`config.mk`:
```
export PLATFORM = sky130hd
export DESIGN_NAME = spi_idx_engine
export DESIGN_NICKNAME = d
export VERILOG_FILES = /design/src/rtl/spi_idx_pkg.sv /design/src/rtl/spi_idx_regfile.sv /design/src/rtl/spi_idx_shifter.sv /design/src/rtl/spi_idx_seq.sv /design/src/rtl/spi_idx_engine.sv
export SDC_FILE = /design/constraint.sdc
export NUM_CORES = 2
export LEC_CHECK = 0
export ABC_AREA = 1
export CAP_MARGIN = 20
export CORE_UTILIZATION = 30
export CTS_CLUSTER_DIAMETER = 100
export DETAILED_ROUTE_END_ITERATION = 7
export SYNTH_ARGS = -nofsm -noshare
export SYNTH_HDL_FRONTEND = slang
export SYNTH_HIERARCHICAL = 1
export SYNTH_SLANG_ARGS = --single-unit
```
`constraint.sdc`:
```
create_clock -name clk_i -period 4.7 [get_ports clk_i]
set_clock_uncertainty 0.2 [all_clocks]
set_input_delay 0.94 -clock clk_i [delete_from_list [all_inputs] [get_ports clk_i]]
set_output_delay 0.94 -clock clk_i [all_outputs]
set_load 0.02 [all_outputs]
```
`src/rtl/spi_idx_pkg.sv`:
```
package spi_idx_pkg;
  localparam int unsigned BUF_DEPTH = 70;
  localparam int unsigned MAX_DATA  = 64;
  localparam int unsigned CLK_DIV   = 4;
  localparam int unsigned NUM_CS    = 4;

  localparam logic [7:0] A_CTRL2  = 8'h02;  // bits 23:16 of control word
  localparam logic [7:0] A_CSEL   = 8'h1D;
  localparam logic [7:0] A_OPC    = 8'h45;
  localparam logic [7:0] A_TRIG   = 8'h47;
  localparam logic [7:0] A_TXC    = 8'h48;
  localparam logic [7:0] A_RXC    = 8'h4B;
  localparam logic [7:0] A_STAT3  = 8'h4F;  // bits 31:24 of status word
  localparam logic [7:0] A_BUF    = 8'h80;

  typedef enum logic [1:0] {ST_IDLE, ST_TX, ST_RX} seq_state_e;
endpackage

```
`src/rtl/spi_idx_regfile.sv`:
```
module spi_idx_regfile
  import spi_idx_pkg::*;
#(
  parameter int unsigned DEPTH = BUF_DEPTH,
  parameter int unsigned CSW   = 2,
  localparam int unsigned PW   = $clog2(DEPTH)
) (
  input  logic           clk_i,
  input  logic           rst_ni,
  input  logic           reg_we_i,
  input  logic [7:0]     reg_addr_i,
  input  logic [7:0]     reg_wdata_i,
  output logic [7:0]     reg_rdata_o,
  input  logic           busy_i,
  input  logic [PW-1:0]  ptr_i,
  input  logic           wr_en_i,
  input  logic [7:0]     wr_data_i,
  output logic [7:0]     opcode_o,
  output logic [7:0]     tx_cnt_o,
  output logic [7:0]     rx_cnt_o,
  output logic [CSW-1:0] cs_sel_o,
  output logic           go_o,
  output logic           clr_o,
  output logic [7:0]     buf_rdata_o
);
  logic [7:0] buf_q [DEPTH];
  logic [7:0] addr_off;
  logic       in_buf;

  assign addr_off = reg_addr_i - A_BUF;
  assign in_buf   = reg_addr_i[7] && (addr_off < 8'(DEPTH));
  assign go_o     = reg_we_i && (reg_addr_i == A_TRIG) && reg_wdata_i[7] && !busy_i;
  assign clr_o    = reg_we_i && (reg_addr_i == A_CTRL2) && reg_wdata_i[4] && !busy_i;
  assign buf_rdata_o = buf_q[ptr_i];

  always_ff @(posedge clk_i or negedge rst_ni) begin
    if (!rst_ni) begin
      opcode_o <= '0;
      tx_cnt_o <= '0;
      rx_cnt_o <= '0;
      cs_sel_o <= '0;
      for (int i = 0; i < int'(DEPTH); i++) buf_q[i] <= '0;
    end else begin
      if (reg_we_i) begin
        case (reg_addr_i)
          A_OPC:  opcode_o <= reg_wdata_i;
          A_TXC:  tx_cnt_o <= reg_wdata_i;
          A_RXC:  rx_cnt_o <= reg_wdata_i;
          A_CSEL: if (!busy_i) cs_sel_o <= reg_wdata_i[CSW-1:0];
          default: ;
        endcase
      end
      // engine store wins over a software write in the same cycle
      if (wr_en_i) buf_q[ptr_i] <= wr_data_i;
      else if (reg_we_i && in_buf) buf_q[addr_off[PW-1:0]] <= reg_wdata_i;
    end
  end

  always_comb begin
    reg_rdata_o = '0;
    if (in_buf) reg_rdata_o = buf_q[addr_off[PW-1:0]];
    else begin
      case (reg_addr_i)
        A_OPC:   reg_rdata_o = opcode_o;
        A_TXC:   reg_rdata_o = tx_cnt_o;
        A_RXC:   reg_rdata_o = rx_cnt_o;
        A_CSEL:  reg_rdata_o = 8'(cs_sel_o);
        A_STAT3: reg_rdata_o = {busy_i, 7'b0};
        default: reg_rdata_o = '0;
      endcase
    end
  end
endmodule

```
`src/rtl/spi_idx_shifter.sv`:
```
module spi_idx_shifter
  import spi_idx_pkg::*;
#(
  parameter int unsigned DIV = CLK_DIV,
  localparam int unsigned HALF = DIV / 2,
  localparam int unsigned DW   = $clog2(DIV)
) (
  input  logic       clk_i,
  input  logic       rst_ni,
  input  logic       ld_i,
  input  logic [7:0] ld_data_i,
  input  logic       miso_i,
  output logic       sclk_o,
  output logic       mosi_o,
  output logic       done_o,
  output logic [7:0] rx_byte_o
);
  logic          active_q;
  logic [DW-1:0] ph_q;
  logic [2:0]    bit_q;
  logic [7:0]    tx_sh_q;

  assign sclk_o = active_q && (ph_q >= DW'(HALF));
  assign mosi_o = tx_sh_q[7];

  always_ff @(posedge clk_i or negedge rst_ni) begin
    if (!rst_ni) begin
      active_q  <= 1'b0;
      ph_q      <= '0;
      bit_q     <= '0;
      tx_sh_q   <= 8'hFF;
      rx_byte_o <= '0;
      done_o    <= 1'b0;
    end else begin
      done_o <= 1'b0;
      if (ld_i) begin
        active_q <= 1'b1;
        ph_q     <= '0;
        bit_q    <= '0;
        tx_sh_q  <= ld_data_i;
      end else if (active_q) begin
        ph_q <= (ph_q == DW'(DIV - 1)) ? '0 : ph_q + 1'b1;
        if (ph_q == DW'(HALF)) rx_byte_o <= {rx_byte_o[6:0], miso_i};  // first high cycle
        if (ph_q == DW'(DIV - 1)) begin
          tx_sh_q <= {tx_sh_q[6:0], 1'b1};
          if (bit_q == 3'd7) begin
            active_q <= 1'b0;
            done_o   <= 1'b1;
          end else begin
            bit_q <= bit_q + 1'b1;
          end
        end
      end
    end
  end
endmodule

```
`src/rtl/spi_idx_seq.sv`:
```
module spi_idx_seq
  import spi_idx_pkg::*;
#(
  parameter int unsigned DEPTH = BUF_DEPTH,
  parameter int unsigned MAXB  = MAX_DATA,
  localparam int unsigned PW   = $clog2(DEPTH),
  localparam int unsigned CW   = $clog2(MAXB + 1)
) (
  input  logic          clk_i,
  input  logic          rst_ni,
  input  logic          go_i,
  input  logic          clr_i,
  input  logic [7:0]    opcode_i,
  input  logic [7:0]    tx_cnt_i,
  input  logic [7:0]    rx_cnt_i,
  input  logic [7:0]    buf_rdata_i,
  input  logic          done_i,
  input  logic [7:0]    rx_byte_i,
  output logic          ld_o,
  output logic [7:0]    ld_data_o,
  output logic          wr_en_o,
  output logic [7:0]    wr_data_o,
  output logic [PW-1:0] ptr_o,
  output logic          busy_o
);
  seq_state_e    st_q;
  logic [CW-1:0] tx_left_q, rx_left_q;
  logic [PW-1:0] ptr_nxt;

  function automatic logic [CW-1:0] clamp(input logic [7:0] c);
    return (c > 8'(MAXB)) ? CW'(MAXB) : CW'(c);
  endfunction

  assign ptr_nxt   = (ptr_o == PW'(DEPTH - 1)) ? '0 : ptr_o + 1'b1;
  assign wr_en_o   = done_i && (st_q == ST_RX);
  assign wr_data_o = rx_byte_i;

  always_ff @(posedge clk_i or negedge rst_ni) begin
    if (!rst_ni) begin
      st_q      <= ST_IDLE;
      busy_o    <= 1'b0;
      ld_o      <= 1'b0;
      ld_data_o <= '0;
      ptr_o     <= '0;
      tx_left_q <= '0;
      rx_left_q <= '0;
    end else begin
      ld_o <= 1'b0;
      case (st_q)
        ST_IDLE: begin
          if (go_i) begin
            st_q      <= ST_TX;
            busy_o    <= 1'b1;
            ld_o      <= 1'b1;
            ld_data_o <= opcode_i;
            tx_left_q <= clamp(tx_cnt_i);
            rx_left_q <= clamp(rx_cnt_i);
          end else if (clr_i) begin
            ptr_o <= '0;
          end
        end
        ST_TX: if (done_i) begin
          if (tx_left_q != '0) begin
            ld_o      <= 1'b1;
            ld_data_o <= buf_rdata_i;
            ptr_o     <= ptr_nxt;
            tx_left_q <= tx_left_q - 1'b1;
          end else if (rx_left_q != '0) begin
            st_q      <= ST_RX;
            ld_o      <= 1'b1;
            ld_data_o <= 8'hFF;
          end else begin
            st_q   <= ST_IDLE;
            busy_o <= 1'b0;
          end
        end
        ST_RX: if (done_i) begin
          ptr_o     <= ptr_nxt;
          rx_left_q <= rx_left_q - 1'b1;
          if (rx_left_q == CW'(1)) begin
            st_q   <= ST_IDLE;
            busy_o <= 1'b0;
          end else begin
            ld_o      <= 1'b1;
            ld_data_o <= 8'hFF;
          end
        end
        default: st_q <= ST_IDLE;
      endcase
    end
  end
endmodule

```
`src/rtl/spi_idx_engine.sv`:
```
module spi_idx_engine
  import spi_idx_pkg::*;
#(
  parameter int unsigned DEPTH = BUF_DEPTH,
  parameter int unsigned MAXB  = MAX_DATA,
  parameter int unsigned DIV   = CLK_DIV,
  parameter int unsigned NCS   = NUM_CS,
  localparam int unsigned PW   = $clog2(DEPTH),
  localparam int unsigned CSW  = $clog2(NCS)
) (
  input  logic           clk_i,
  input  logic           rst_ni,
  input  logic           reg_we_i,
  input  logic [7:0]     reg_addr_i,
  input  logic [7:0]     reg_wdata_i,
  output logic [7:0]     reg_rdata_o,
  output logic           sclk_o,
  output logic           mosi_o,
  input  logic           miso_i,
  output logic [NCS-1:0] cs_n_o
);
  logic           busy, go, clr, ld, done, wr_en;
  logic [7:0]     opcode, tx_cnt, rx_cnt, buf_rdata, ld_data, rx_byte, wr_data;
  logic [CSW-1:0] cs_sel;
  logic [PW-1:0]  ptr;

  spi_idx_regfile #(.DEPTH(DEPTH), .CSW(CSW)) u_regs (
    .clk_i, .rst_ni, .reg_we_i, .reg_addr_i, .reg_wdata_i, .reg_rdata_o,
    .busy_i(busy), .ptr_i(ptr), .wr_en_i(wr_en), .wr_data_i(wr_data),
    .opcode_o(opcode), .tx_cnt_o(tx_cnt), .rx_cnt_o(rx_cnt), .cs_sel_o(cs_sel),
    .go_o(go), .clr_o(clr), .buf_rdata_o(buf_rdata)
  );

  spi_idx_seq #(.DEPTH(DEPTH), .MAXB(MAXB)) u_seq (
    .clk_i, .rst_ni, .go_i(go), .clr_i(clr), .opcode_i(opcode),
    .tx_cnt_i(tx_cnt), .rx_cnt_i(rx_cnt), .buf_rdata_i(buf_rdata),
    .done_i(done), .rx_byte_i(rx_byte), .ld_o(ld), .ld_data_o(ld_data),
    .wr_en_o(wr_en), .wr_data_o(wr_data), .ptr_o(ptr), .busy_o(busy)
  );

  spi_idx_shifter #(.DIV(DIV)) u_shift (
    .clk_i, .rst_ni, .ld_i(ld), .ld_data_i(ld_data), .miso_i,
    .sclk_o, .mosi_o, .done_o(done), .rx_byte_o(rx_byte)
  );

  for (genvar g = 0; g < int'(NCS); g++) begin : g_cs
    assign cs_n_o[g] = !(busy && (cs_sel == CSW'(g)));
  end
endmodule

```
Word-level counts from Yosys, hierarchy flattened:

Cells that the tools add are included.

* eq/ne operators: 29
* multiplexer cells: 78
* reduce and logical (&&, ||, !) cells: 44
* $lt $le $gt $ge: 8
* $add $sub $neg: 6
* bitwise gates (word level): 4

Operators by type and width (number)
* 560-bit bitwise mux: 2
* 560-bit two-way mux: 2
* 8-bit two-way mux: 16
* 8-bit binary-select mux with 7-bit select: 2
* 8-bit demux with 7-bit select: 2
* 7-bit two-way mux: 13
* 8-bit by 7-bit == test with 1-bit output (second input constant): 5
* 8-bit one-hot mux with 5 select lines: 1
* 7-bit one-hot mux with 2 select lines: 2
* 8-bit one-hot mux with 3 select lines: 1
* 7-bit one-hot mux with 3 select lines: 1
* 1-bit two-way mux: 20
* 2-bit two-way mux: 9
* 8-bit greater-or-equal comparator (second input constant): 2
* 8-bit by 7-bit > comparator with 1-bit output (second input constant): 2
* 1-bit logical AND: 16
* 8-bit by 1-bit < comparator with 1-bit output (second input constant): 2
* 2-bit inequality test (second input constant): 8
* 7-bit inverter with 8-bit output: 2
* 7-bit nonzero test: 2
* 7-bit by 1-bit subtractor with 7-bit output (second input constant): 2
* 3-bit two-way mux: 4
* 3-bit AND reduction: 4
* 6-bit AND reduction: 2
* other kinds (26): 47

* bits in registers: 642

Longest topological paths before layout:

* word-level depth: 9
* depth in mapped cells: 21
* depth with buffers taken out: 19

Hierarchy:

The synthesis kept the hierarchy.

By module, submodules not included
* spi_idx_regfile: times used 1, area each 39038.7 um^2, cells each 5757
* spi_idx_seq: times used 1, area each 2517.4 um^2, cells each 365
* spi_idx_shifter: times used 1, area each 1108.6 um^2, cells each 130
* spi_idx_engine: times used 1, area each 30.0 um^2, cells each 7

Worst setup path after synthesis:

OpenSTA, ideal clock, no wires.

* kind: in2out
* from: input reg_addr_i[1]
* to: output reg_rdata_o[5]
* stages: 16
* path slack: 1094 ps
* required time: 3560 ps
* data arrival time: 2466 ps
* cells stage by stage: buf_6 > clkinv_2 > clkbuf_1 > clkbuf_1 > nand2_1 > nand2_1 > nand2_1 > nand2_1 > nor2_1 > nand2_1 > nand3_1 > nand2_1 > nand2_1 > nand2_1 > nand2_1 > nand2_1

* cells in the longest elaborated chain, start to end: 6

RTL lines
* start: declaration: RTL line spi_idx_engine.sv:14 `input logic [7:0] reg_addr_i,`
* 8-bit subtractor: RTL line spi_idx_regfile.sv:30 `assign addr_off = reg_addr_i - A_BUF;`
* 7-bit inverter with 8-bit output (implied by the code): RTL line spi_idx_regfile.sv:61 `if (in_buf) reg_rdata_o = buf_q[addr_off[PW-1:0]];`
* 8-bit binary-select mux with 7-bit select: RTL line spi_idx_regfile.sv:61
* 8-bit two-way mux (implied by the code) (2 in a row): RTL line spi_idx_regfile.sv:61
* 8-bit two-way mux (*): RTL line spi_idx_regfile.sv:61
* end: declaration: RTL line spi_idx_engine.sv:16 `output logic [7:0] reg_rdata_o,`

Every way passes the cells marked *; elsewhere a longest branch is shown, timed or not. The select of a mux whose other input is x is not followed.

Final worst setup path:

* from: input reg_addr_i[1]
* to: output reg_rdata_o[2]

The elaborated chain is that of the path after synthesis.

==> impl_metrics.toml <==
[critical_path]
max_stage_delay_ps = 220
path_buf_inv = 5
startpoint_type = "input port"
crit_chain = "buf_4 -> buf_12 -> nand2_4 -> inv_1 -> buf_12 -> nand2_1 -> nand2_1 -> nor2_1 -> nor2_1 -> nor2_1 -> nand2_1 -> nand3_1 -> nand2_1 -> nand2_1 -> nand2_1 -> nand2_1 -> nand2_1 -> dlymetal6s2s_1"
endpoint_kind = "output port"
worst_path_max_delay_cell = "dlymetal6s2s_1"
crit_type = "in2out"
worstPathRequired_ps = 3560
cp_common_cell = "nand2_1"
crit_arrival_ps = 3320
cp_top_family = "simple AND/OR/NAND/NOR gates"
crit_path_max_fanout = 27

[logic_synthesis]
synth_top_family_by_area = "simple AND/OR/NAND/NOR gates"
synth-seq-cells = 642
netlist_area_um2 = 42700
async_reset_ff_frac = 1.00
synthSimpleGateAreaFrac = 0.275
yosys_warnings = 6
synth_edf_count = 0
synth_xor_area_frac = 0.00103
syn-num-nets = 6294
syn_inst = 6259
yosysTopAreaCell = "dfrtp_1"
synthAdderAreaFrac = 0.00440
avgSynthCellArea_um2 = 6.82
synth.distinct_cells = 64
synth.area.top_cells = "dfrtp_1 (37%), nand2_1 (17%), o22ai_1 (8.5%)"
yosysTopAreaCellShare = 0.372
yosysSeqAreaShare = 0.377
ys.flop_type = "dfrtp_1"
synthMuxAreaShare = 0.0124
synth-compound-area-share = 0.224

[final_layout]
final_common_cell = "nand2_1"
fin_area_um2 = 49600
num-nets-final = 6335
drive_gt1_frac = 0.118
layout_common_cells = "nand2_1 (1,934), dfrtp_1 (634), inv_1 (615), nor2_1 (610), o22ai_1 (582)"
area_growth_pct = 16.1
final_util = 0.350

[power_and_ir_drop]
p_total_mw = 19.5
powerDensity_nw_per_um2 = 393
power.static_leakage_nw = 22.7
peakVddDrop_mv = 0.313

[global_routing]
grt_start_max_net_pins = 89
overflow = 0
grt_pass1_wl_um = 312000
antenna_found_initial = 15
grt_pass1_vias = 43700
grt.total_usage = 0.298

[drt]
viasPerCell = 5.75
drt_iter0_drc = 6889
drc_errors = 2
wl_per_cell_um = 26.5
routed_wl_um = 219000
vias = 47500
route.antenna.remaining_nets = 0
drt-pass1-iter-count = 8

[floorplanning]
die-area_um2 = 144000
pin_count = 34
num_rows = 138
die_h_um = 379
start_util = 0.302
fp.dieW_um = 379
core_area_um2 = 141000

[cts]
cts_root_buf = "clkbuf_16"
cts.clk_slew.worst_paths_ps = 60
cts_buffer_depth = 3
cts_buffers = 84
cts.sinks = 642
tritoncts = "yes"
insertion_delay_ps = 720
htreeDepth = 3

[placed_design]
hpwlAfterDp_um = 150000
post-place-ws_ps = -1.19
placed_area_um2 = 46500
portBuffers = 33
place_congestion = 1.04

[run]
maxCapViolCount = 0

[sta]
timing.fmax_mhz = 224
hold_viol = 0
fin_crit_sh = 0.949
setup_slack_ps = 238
rsz0062_at_grt = "false"
hold_ws_ps = 37.6
setup_viol = 0
slew_headroom = 0.229
slew_viol_final = 0
tightest_slew_ps = 1160
min_period_ps = 4460

[run_status]
status = "finished with violations"
violations = "design-rule violations"

[worst_hold_path]
worstHoldPathType = "in2async"
==> sequential cells by signal (all words and copies together) (netlist names), 3 cells and up <==
signal             count
u_seq/tx_left_q        7
u_shift/tx_sh_q        8
u_seq/ptr_o            7
u_shift/rx_byte_o      8
u_seq/ld_data_o        8
u_regs/buf_q         560
u_regs/tx_cnt_o        8
u_shift/bit_q          3
u_seq/rx_left_q        7
u_regs/rx_cnt_o        8
u_regs/opcode_o        8
==> final cells by class <==
class,instances,area [um2]
antenna,4,10.0
clock buffer,125,2550
clock inverter,30,355
fill,15200,91900
inverter,736,2780
multi-input combinational,4511,22200
sequential,642,16100
tap,1890,2360
timing repair buffer,325,3250
==> worst reg2reg max path: stages (launching register included) <==
cell and delay (ps):
dfrtp_1 620, inv_1 230, nand3_2 500, buf_4 450, o22ai_1 120, nor2_1 250
nand3_1 120, nand2_1 270, nand2_1 90, o21ai_0 310, nand3_1 320, a21oi_1 250
nand3_1 100, nand2_1 90, inv_1 40, nand2_1 50, nand2_1 40
==> layer usage <==
| metal | share of wire | vias to the layer above | wire (um) | track usage |
|---|---|---|---|---|
| li1 | - | 20800 | - | - |
| met1 | 0.39 | 22600 | 85800 | 0.389 |
| met2 | 0.41 | 3268 | 90300 | 0.433 |
| met3 | 0.12 | 838 | 27300 | 0.0856 |
| met4 | 0.071 | 20 | 15500 | 0.179 |
| met5 | 0.00050 | - | 109 | 0 |
==> report_power, final <==
group | internal [mW] | switching, mW
Clock | 4.09 | 2.76
Sequential | 6.00 | 0.478
Combinational | 1.72 | 4.45
==> metrics by stage <==
stage | cells | setup TNS [ps]
6_report | 8263 | 0
5_1_grt | 8259 | 0
4_1_cts | 8250 | 0
3_5_place_dp | 8095 | -1.19
3_3_place_gp | 8094 | -68.9
2_1_floorplan | 6259 | 0
==> cell families after synthesis <==
family,count (synthesis)
DFF,642
and+or+nand+nor,2901
adders and majority gates,15
xor gates and xnor gates,5
AOI/OAI and AO/OA,1543
muxes,47
buffers and inverters,1106
==> Yosys cell counts (4+ instances only) <==
cell type	instances
nand3b_1	8
nand3_2	11
o21ai_0	436
nor2_1	614
o22ai_2	15
dfstp_2	8
ha_1	15
nand2_2	27
buf_2	110
inv_1	620
buf_1	32
a21oi_1	223
nor3_1	45
buf_6	11
o21ai_1	42
nand3_1	152
o2bb2ai_1	7
or2_2	8
a21oi_2	4
nand2_4	7
buf_4	42
o22ai_4	22
a31oi_1	12
nand4_1	37
o21ai_2	10
nor2_4	19
o22a_1	4
nor2_2	19
a22o_1	5
o2111ai_1	9
inv_2	79
dfrtp_1	634
clkinv_1	32
o22ai_1	582
mux2_2	47
o31ai_1	8
nand2_1	1942
o211ai_1	33
clkbuf_1	174
a22oi_1	94
o221ai_1	22
==> repair_timing <==
| item | CTS | global route |
|---|---|---|
| pin swaps | 0 | 1 |
| hold buffers | 0 | 0 |
| endpoints found under the hold margin | 0 | 0 |
| endpoints found under the setup margin | 2 | 7 |
| resized for setup | 2 | 8 |
| cloned | 0 | 0 |
| buffers inserted | 0 | 6 |
==> worst paths after layout <==
path                                                  end  cells after the start  slack [ps]                          from
setup / recovery                           reg_rdata_o[2]                     18         240                 reg_addr_i[1]
hold / removal              u_regs/buf_q[370]$_DFFE_PN0P_                      1          40                        rst_ni
setup reg to reg           u_seq/ld_data_o[4]$_DFFE_PN0P_                     16         550    u_seq/ptr_o[2]$_DFFE_PN0P_
hold reg to reg              u_shift/bit_q[1]$_DFFE_PN0P_                      2         280  u_shift/bit_q[1]$_DFFE_PN0P_
max in group asynchronous  u_shift/tx_sh_q[3]$_DFFE_PN1P_                      3        3060                        rst_ni
min in group clk_i           u_shift/bit_q[1]$_DFFE_PN0P_                      2         280  u_shift/bit_q[1]$_DFFE_PN0P_
No activity file was read; power rests on OpenSTA's default activity.
